--- config.mk ---
export PLATFORM = sky130hd
export DESIGN_NAME = ioWaitGen
export DESIGN_NICKNAME = d
export VERILOG_FILES = /design/src/rtl/ioWaitPkg.sv /design/src/rtl/ioWaitDatapath.sv /design/src/rtl/ioWaitCtrl.sv /design/src/rtl/ioWaitGen.sv
export SDC_FILE = /design/constraint.sdc
export NUM_CORES = 1
export LEC_CHECK = 0
export BUFFER_PORTS_ARGS = -buffer_cell sky130_fd_sc_hd__buf_4
export CAP_MARGIN = 25
export CORE_MARGIN = 8
export CORE_UTILIZATION = 54
export DETAILED_ROUTE_END_ITERATION = 10
export PLACE_DENSITY = 0.83
export SYNTH_ARGS = -nofsm -noshare
export SYNTH_HDL_FRONTEND = slang
export SYNTH_SLANG_ARGS = --single-unit
--- constraint.sdc ---
create_clock -name clk -period 1.9 [get_ports clk]
set_input_delay 0.285 -clock clk [delete_from_list [all_inputs] [get_ports clk]]
set_output_delay 0.285 -clock clk [all_outputs]
set_load 0.05 [all_outputs]
--- src/rtl/ioWaitPkg.sv ---
package ioWaitPkg;
  // Strobes from the sequencing control to the address/wait datapath
  typedef struct packed {
    logic capture;  // latch request address this cycle
    logic active;   // an access is in progress
  } ioCtlT;
endpackage

--- src/rtl/ioWaitDatapath.sv ---
module ioWaitDatapath
  import ioWaitPkg::*;
#(
  parameter int ADDR_W     = 11,
  parameter int EXT_W      = 14,
  parameter int WAIT_W     = 3,
  parameter int REGION_N   = 4,
  localparam int REGION_W  = $clog2(REGION_N)
) (
  input  logic                clk,
  input  logic                rstN,
  input  logic [ADDR_W-1:0]   reqAddr,
  input  logic                cfgWrEn,
  input  logic [REGION_W-1:0] cfgSel,
  input  logic [WAIT_W-1:0]   cfgData,
  input  ioCtlT               ctl,
  output logic [WAIT_W-1:0]   selWait,
  output logic [EXT_W-1:0]    extAddr
);
  localparam logic [WAIT_W-1:0] WAIT_MAX = '1;

  logic [WAIT_W-1:0] waitReg [REGION_N];
  logic [ADDR_W-1:0] addrQ;
  logic [REGION_W-1:0] region;

  for (genvar g = 0; g < REGION_N; g++) begin : gWaitReg
    always_ff @(posedge clk or negedge rstN) begin
      if (!rstN) begin
        waitReg[g] <= WAIT_MAX;
      end else if (cfgWrEn && cfgSel == REGION_W'(g)) begin
        waitReg[g] <= cfgData;
      end
    end
  end

  assign region  = reqAddr[ADDR_W-1 -: REGION_W];
  assign selWait = waitReg[region];

  always_ff @(posedge clk or negedge rstN) begin
    if (!rstN) begin
      addrQ <= '0;
    end else if (ctl.capture) begin
      addrQ <= reqAddr;
    end
  end

  assign extAddr = {{(EXT_W-ADDR_W){1'b0}}, addrQ};
endmodule

--- src/rtl/ioWaitCtrl.sv ---
module ioWaitCtrl
  import ioWaitPkg::*;
#(
  parameter int WAIT_W = 3
) (
  input  logic              clk,
  input  logic              rstN,
  input  logic              rdReq,
  input  logic              wrReq,
  input  logic [WAIT_W-1:0] selWait,
  output ioCtlT             ctl,
  output logic              ioStrobe,
  output logic              rdStrobe,
  output logic              wrStrobe,
  output logic              ready
);
  logic              active;
  logic              isRead;
  logic [WAIT_W-1:0] remain;
  logic              accept;
  logic              lastCycle;

  assign accept    = !active && (rdReq || wrReq);
  assign lastCycle = active && (remain == '0);

  always_ff @(posedge clk or negedge rstN) begin
    if (!rstN) begin
      active <= 1'b0;
      isRead <= 1'b0;
      remain <= '0;
    end else if (accept) begin
      active <= 1'b1;
      isRead <= rdReq;  // read wins when both are raised
      remain <= selWait;
    end else if (lastCycle) begin
      active <= 1'b0;
    end else if (active) begin
      remain <= remain - 1'b1;
    end
  end

  assign ctl.capture = accept;
  assign ctl.active  = active;
  assign ioStrobe    = active;
  assign rdStrobe    = active && isRead;
  assign wrStrobe    = active && !isRead;
  assign ready       = lastCycle;
endmodule

--- src/rtl/ioWaitGen.sv ---
module ioWaitGen
  import ioWaitPkg::*;
#(
  parameter int ADDR_W    = 11,
  parameter int EXT_W     = 14,
  parameter int WAIT_W    = 3,
  parameter int REGION_N  = 4,
  localparam int REGION_W = $clog2(REGION_N)
) (
  input  logic                clk,
  input  logic                rstN,
  input  logic [ADDR_W-1:0]   reqAddr,
  input  logic                rdReq,
  input  logic                wrReq,
  input  logic                cfgWrEn,
  input  logic [REGION_W-1:0] cfgSel,
  input  logic [WAIT_W-1:0]   cfgData,
  output logic                ioStrobe,
  output logic                rdStrobe,
  output logic                wrStrobe,
  output logic [EXT_W-1:0]    extAddr,
  output logic                ready
);
  ioCtlT             ctl;
  logic [WAIT_W-1:0] selWait;

  ioWaitCtrl #(.WAIT_W(WAIT_W)) u_ctrl (
    .clk(clk), .rstN(rstN), .rdReq(rdReq), .wrReq(wrReq), .selWait(selWait),
    .ctl(ctl), .ioStrobe(ioStrobe), .rdStrobe(rdStrobe), .wrStrobe(wrStrobe),
    .ready(ready)
  );

  ioWaitDatapath #(
    .ADDR_W(ADDR_W), .EXT_W(EXT_W), .WAIT_W(WAIT_W), .REGION_N(REGION_N)
  ) u_dp (
    .clk(clk), .rstN(rstN), .reqAddr(reqAddr), .cfgWrEn(cfgWrEn),
    .cfgSel(cfgSel), .cfgData(cfgData), .ctl(ctl), .selWait(selWait),
    .extAddr(extAddr)
  );
endmodule

==> metrics.txt, run 1 <==
CP peak stage delay=a little over 0.4 ns; # nets final=150; Post-Syn Area=approximately 1300 um^2; GPL Wtd Cong=~0.76; Leakage=around 0.75 nW; Least-Margin Pin Slew=0.592 ns; Top Usage Layer GRT=met2; VDD IR max=0.00125 V; DRT Wirelength=2.50 mm; Final period util=95.3%; Die Span Y=approximately 65 um; Setup WS pre-CTS=0.293 ns; Worst Path Required=between 1.5 and 2 ns; Clock Tree Buf Depth=2; detailed-route via count=822; Critical Path Sink Type=primary output; clk root buf=clkbuf_4; multiplexer share of the synthesized area=between 30% and 40%; post-synthesis adder-cell area fraction=approximately 1.9%; Synth Area in XOR/XNOR=less than 1%; largest net degree at the start of global routing=29; M2 GR Usage=22.9%; ANT nets after route=0; Die Wd=between 60 and 70 um; Initial DRC Count=17; Synth warnings=0; Syn Inst Count=a little under 90; Final min period=1.81 ns; CP Class=flop to primary output; Cell Rows=18; status=completed; first-pass GRT wire length=~4.3 mm; worst-path fanout max=3; drt wl/cell=roughly 16 um; Core ar.=between 2000 and 2500 um^2; I/O Pins=39; Port Buffers=35; Crit path arrival time=1.53 ns; setup_tns=0 ns; CTS H-tree lvls=1; grt ovf=0; Skew-Pair Late Insertion Delay=0.31 ns; worst path buffer plus inverter count=2; Final setup viols=0; Pwr per Cell Area=between 1500 and 2000 nW/um^2; CTS tree=done; met3 usage=approximately 3.4%; Remaining DRCs=0; number of buffers created by CTS=3; GRT met1 Usage=between 10 and 15%; clock-pin slew on the worst setup and hold paths=0.14 ns; GRT Overall Usage=between 10% and 20%; slowest CP cell=dfrtp_1; largest family of logic cells by synthesized area=multiplexers; Avg Cell Area, Syn=between 10 and 15 um^2; sequential area share after synthesis=around 55%; fin. max-slew vios=0; Seq cells post-synth=28; dpl hpwl=between 1.5 and 2 mm; Max-cap violations=0; vias per cell=roughly 5.3; highest clock rate=552 MHz; Slew HR=~60%; Area growth, synth to finish=26.4%; Worst Hold Class=primary input to flop; vias in the first global route=between 900 and 1,000; Yosys cell types=25; Synth Area in Compound Gates=a little over 3%; Pre-Repair DR Iteration Count=3; largest delay contributor family on the critical path=flip-flops; die area=around 4200 um^2; Antenna diodes=0; Hold Fails Final Rpt=0; CP cell instances=inv_1, ha_2, nor2b_4, and2_1, buf_6; final hold slack=0.190 ns; clk_skew=about 0.0038 ns; Worst Setup Start Kind=flop; Sink Count=28; Starting Density=around 55%; Simple-Gate Fraction of Synth Area=5.28%; RSZ-0062 raised after global routing=false; initial antenna violation count=0; Setup WS post-layout=between 0.08 and 0.09 ns; share of cells above drive strength 1=64.3%
[routing by layer]
layer | share of wire [%] | vias to the layer above
li1 | - | 384
met4 | 0.68 | 0
met1 | 42 | 419
met2 | 53 | 17
met3 | 4.7 | 2
met5 | 0 | -
[metrics by stage]
step	total power [mW]	utilization, %	area (um^2)	cells
4_1_cts	2.87	68.1	1630	154
3_3_place_gp	2.51	65.9	1570	149
6_report	2.87	69.0	1650	156
5_1_grt	3.04	69.0	1650	156
3_5_place_dp	2.57	65.9	1570	149
2_1_floorplan	2.14	-	1310	89
[cells in the final DEF (no fill, tap or decap), types with 2 or more instances in the layout]
cell type  synthesis  final
nor2_1             2      2
buf_4              3     36
mux2_2            24     24
and2_1             2      2
mux2i_1            5      5
conb_1             1      3
inv_1              2      2
clkbuf_4           0      3
mux4_1             2      2
dfstp_2           12     12
dfrtp_1           16     16
nand3b_1           2      2
[power breakdown]
part	switching (mW)	internal [mW]	total, mW
clock	0.160	0.117	0.277
sequential	0.145	0.858	1.00
combinational	0.948	0.642	1.59
total	1.25	1.62	2.87
[worst reg2reg max path: stages (launching register included)]
cell and delay, ns:
dfrtp_1 0.41, inv_1 0.13, ha_2 0.21, nor2b_4 0.15, buf_4 0.12, a21oi_1 0.08, o21a_1 0.20
[synth_stat cells, drive strengths merged]
cell type	n	area, um^2
mux2i	5	50.1
conb	1	3.75
nand3b	2	15.0
and2	2	12.5
nor2	2	7.51
nor3b	1	7.51
o21bai	1	18.8
nand2	1	3.75
ha	2	25.0
dfstp	12	315
a21oi	1	5.00
mux2	24	270
inv	2	7.51
nor3	1	5.00
nor2b	2	12.5
xnor2	1	8.76
o22a	1	8.76
buf	5	38.8
dfrtp	16	400
o21a	1	7.51
nand3	1	5.00
mux4	3	75.1
[kinds of logic after synthesis]
kind of cell	count (synthesis)
adder cells (fa/ha/maj)	2
AND/OR/NAND/NOR	12
AO/OA/AOI/OAI	4
flip-flops	28
other	1
buffers and inverters	7
XOR/XNOR	1
multiplexers	32
[flip-flops by register name, indices dropped and copies added (netlist names)]
signal and flops:
u_dp.waitReg 12, u_dp.addrQ 11, u_ctrl.remain 3, u_ctrl.ioStrobe 1, u_ctrl.isRead 1
[area by class of cell]
class | instances | area (um^2)
timing repair buffer | 38 | 292
fill | 186 | 739
sequential | 28 | 716
multi-input combinational | 54 | 559
inverter | 2 | 7.51
clock buffer | 4 | 36.3
tap | 30 | 37.5
[worst paths after layout]
kind	end	from	slack [ns]	cells past startpoint
max	ready	u_ctrl.remain[0]	0.09	5
min	u_dp.addrQ[4]	reqAddr[4]	0.19	2
max reg2reg	u_ctrl.remain[1]	u_ctrl.remain[0]	0.51	6
min reg2reg	u_dp.addrQ[4]	u_dp.addrQ[4]	0.52	1
max in group asynchronous	u_dp.waitReg[10]	rstN	1.20	2
min in group asynchronous	u_dp.addrQ[6]	rstN	0.39	2
[timing repair]
action | CTS | global route
pin swaps | 0 | 0
gates resized for setup | 2 | 2
setup buffers | 0 | 2
hold buffers | 1 | 0
setup endpoints to repair | 1 | 1
hold endpoints to repair | 16 | 0
gates cloned | 0 | 0
No activity file was read; power rests on OpenSTA's default activity.
==> inputs of run 2 (changes only) <==
--- a/config.mk
+++ b/config.mk
@@ -5,7 +5,7 @@
 export SDC_FILE = /design/constraint.sdc
 export NUM_CORES = 1
 export LEC_CHECK = 0
-export BUFFER_PORTS_ARGS = -buffer_cell sky130_fd_sc_hd__buf_4
+export BUFFER_PORTS_ARGS = -buffer_cell sky130_fd_sc_hd__buf_2
 export CAP_MARGIN = 25
 export CORE_MARGIN = 8
 export CORE_UTILIZATION = 54
==> run 2 against run 1 <==
Routed wire length increased by 3.8%. Flip-flop and latch count unchanged. Die area stayed put. Sequential power about the same. Critical path type unchanged.
==> metrics.txt, run 2 (synthesized netlist as in run 1, its figures left out) <==
status=completed; Final min period=1.76 ns (-0.0479 ns); Least-Margin Pin Slew=0.592 ns (-0.000195 ns); DRT Wirelength=2.59 mm (+3.8%); Final setup viols=0 (unchanged); switching share of power=46.2% (+2.5 points); Starting Density=54.6% (unchanged); cell count after placement=150 (+0.67%); # nets final=149 (-0.67%); vias in the first global route=886 (-3.0%); largest net degree at the start of global routing=29 (unchanged); Die Wd=65.1 um (unchanged); CP Class=flop to primary output; Initial DRC Count=8 (-9); Clock Tree Buf Depth=2 (unchanged); vias per cell=5.23 (-0.70%); worst-path fanout max=3 (unchanged); Port Buffers=35 (unchanged); ANT nets after route=0 (unchanged); die area=4240 um^2 (unchanged); share of cells above drive strength 1=62.4% (-1.9 points); Clock Power Share=9.1% (-0.6 points); CTS H-tree lvls=1 (unchanged); I/O Pins=39 (unchanged); highest clock rate=567 MHz (+2.7%); first-pass GRT wire length=4.33 mm (+1.3%); multi-input logic area=549 um^2 (-1.8%); Design Power=2.70 mW (-5.8%); most common cell after layout, fill and taps aside=buf_2; Remaining DRCs=0 (unchanged); RSZ-0062 raised after global routing=false; fin. max-slew vios=0 (unchanged); Die Span Y=65.1 um (unchanged); VDD IR max=0.00144 V (+15%); Setup WS post-layout=0.137 ns (+0.0479 ns); M2 GR Usage=22.0% (-0.87 points); reg2reg end=u_ctrl.isRead; setup_tns=0 ns (unchanged); Slew HR=60.5% (+0.098 points); clock-pin slew on the worst setup and hold paths=0.14 ns (about the same); clk root buf=clkbuf_4; Setup WS pre-CTS=0.393 ns (+0.100 ns); grt ovf=0 (unchanged); register area=716 um^2 (unchanged); GRT Overall Usage=13.2% (+0.35 points); number of buffers created by CTS=3 (unchanged); Worst Setup Start Kind=flop; sequential power share=37.0% (+2.1 points); min-delay src=reqAddr[1]; Post-CTS Setup Bufs=0 (unchanged); Hold EP=u_dp.addrQ[1]; RR Startpoint=u_ctrl.ioStrobe; drt wl/cell=16.7 um (+4.5%); Worst Path Required=1.62 ns (about the same); Top Registers=u_dp.waitReg (12), u_dp.addrQ (11), u_ctrl.remain (3); Cell Rows=18 (unchanged); Pwr per Cell Area=1760 nW/um^2 (+1.1%); Pre-Repair DR Iteration Count=3 (unchanged); Antenna diodes=0 (unchanged); Crit path arrival time=1.48 ns (-0.05 ns); Final period util=92.8% (-2.5 points); Top reg by flops=u_dp.waitReg; Largest register FFs=12 (unchanged); Hold Fails Final Rpt=0 (unchanged); hold depth=2 (unchanged); Area growth, synth to finish=17.8%; clk_skew=0.00318 ns (-0.000601 ns); FF-to-FF setup slack=0.54 ns (+0.03 ns); Comb power frac=54.0% (-1.4 points); GRT met1 Usage=15.9% (+1.7 points); Skew-Pair Late Insertion Delay=0.32 ns (about the same); detailed-route via count=811 (-1.3%); Max-cap violations=0 (unchanged); Leakage=0.703 nW (-5.8%); met3 usage=3.23% (-0.17 points); Sink Count=28 (unchanged); GPL Wtd Cong=0.713 (-5.9%); Worst R2R Path Depth=2 (-4); commonest cells after routing, fill and taps aside=34 x buf_2, 24 x mux2_2, 16 x dfrtp_1; Critical Path Sink Type=primary output; Core ar.=2390 um^2 (unchanged); Switching Power=1.25 mW (-0.30%); beginning of the critical path=u_ctrl.remain[0]; initial antenna violation count=0 (unchanged); Worst Hold Class=primary input to flop; cell internal pwr=1.45 mW (-10%); final hold slack=0.179 ns (-0.0105 ns); dpl hpwl=2.04 mm (+4.8%); CTS tree=done; # fillers=194 (+4.3%); Top Usage Layer GRT=met2; Non-Filler Instances=155 (-0.64%)
## run 2: layer usage
layer | share of wire, % | vias to the layer above
li1 | - | 380
met1 | 42 | 408
met2 | 53 | 19
met3 | 4.2 | 4
met4 | 1.1 | 0
met5 | 0 | -
## run 2: worst max path at each step
stage	end
floorplan	wrStrobe
global placement	ready
detailed placement	ready
CTS	ready
global route	ready
finish	ready
## run 2: layout make-up
class,instances,share of cell area (%)
multi-input combinational,54,35.8
sequential,28,46.6
timing repair buffer,37,13.0
inverter,2,0.489
tap,30,2.44
clock buffer,4,1.71
## run 2: through the flow
step	util (%)	cell area [um^2]
6_report	64.3	1540
5_1_grt	64.3	1540
4_1_cts	64.0	1530
3_5_place_dp	62.5	1490
3_3_place_gp	62.5	1490
2_1_floorplan	-	1310
## run 2: worst max-delay path, stage by stage, from the launching register on
cell and delay, ns:
dfrtp_1 0.42, inv_2 0.09, ha_1 0.17, nor2b_1 0.17
and2_1 0.16, buf_6 0.16
## run 2: power by group through the flow
stage / Sequential [mW] / Combinational, mW / Clock [mW]
floorplan: 1.43 / 0.707 / 0
global placement: 0.988 / 1.41 / 0
detailed placement: 1.01 / 1.46 / 0
CTS: 0.999 / 1.46 / 0.257
global route: 1.03 / 1.54 / 0.276
finish: 1.00 / 1.46 / 0.245
## run 2: repair_timing
| item | 4_1_cts | 5_1_grt |
|---|---|---|
| resized for setup | 0 | 4 |
| endpoints found under the setup margin | 0 | 1 |
| hold buffers | 1 | 0 |
| hold endpoints to repair | 16 | 0 |
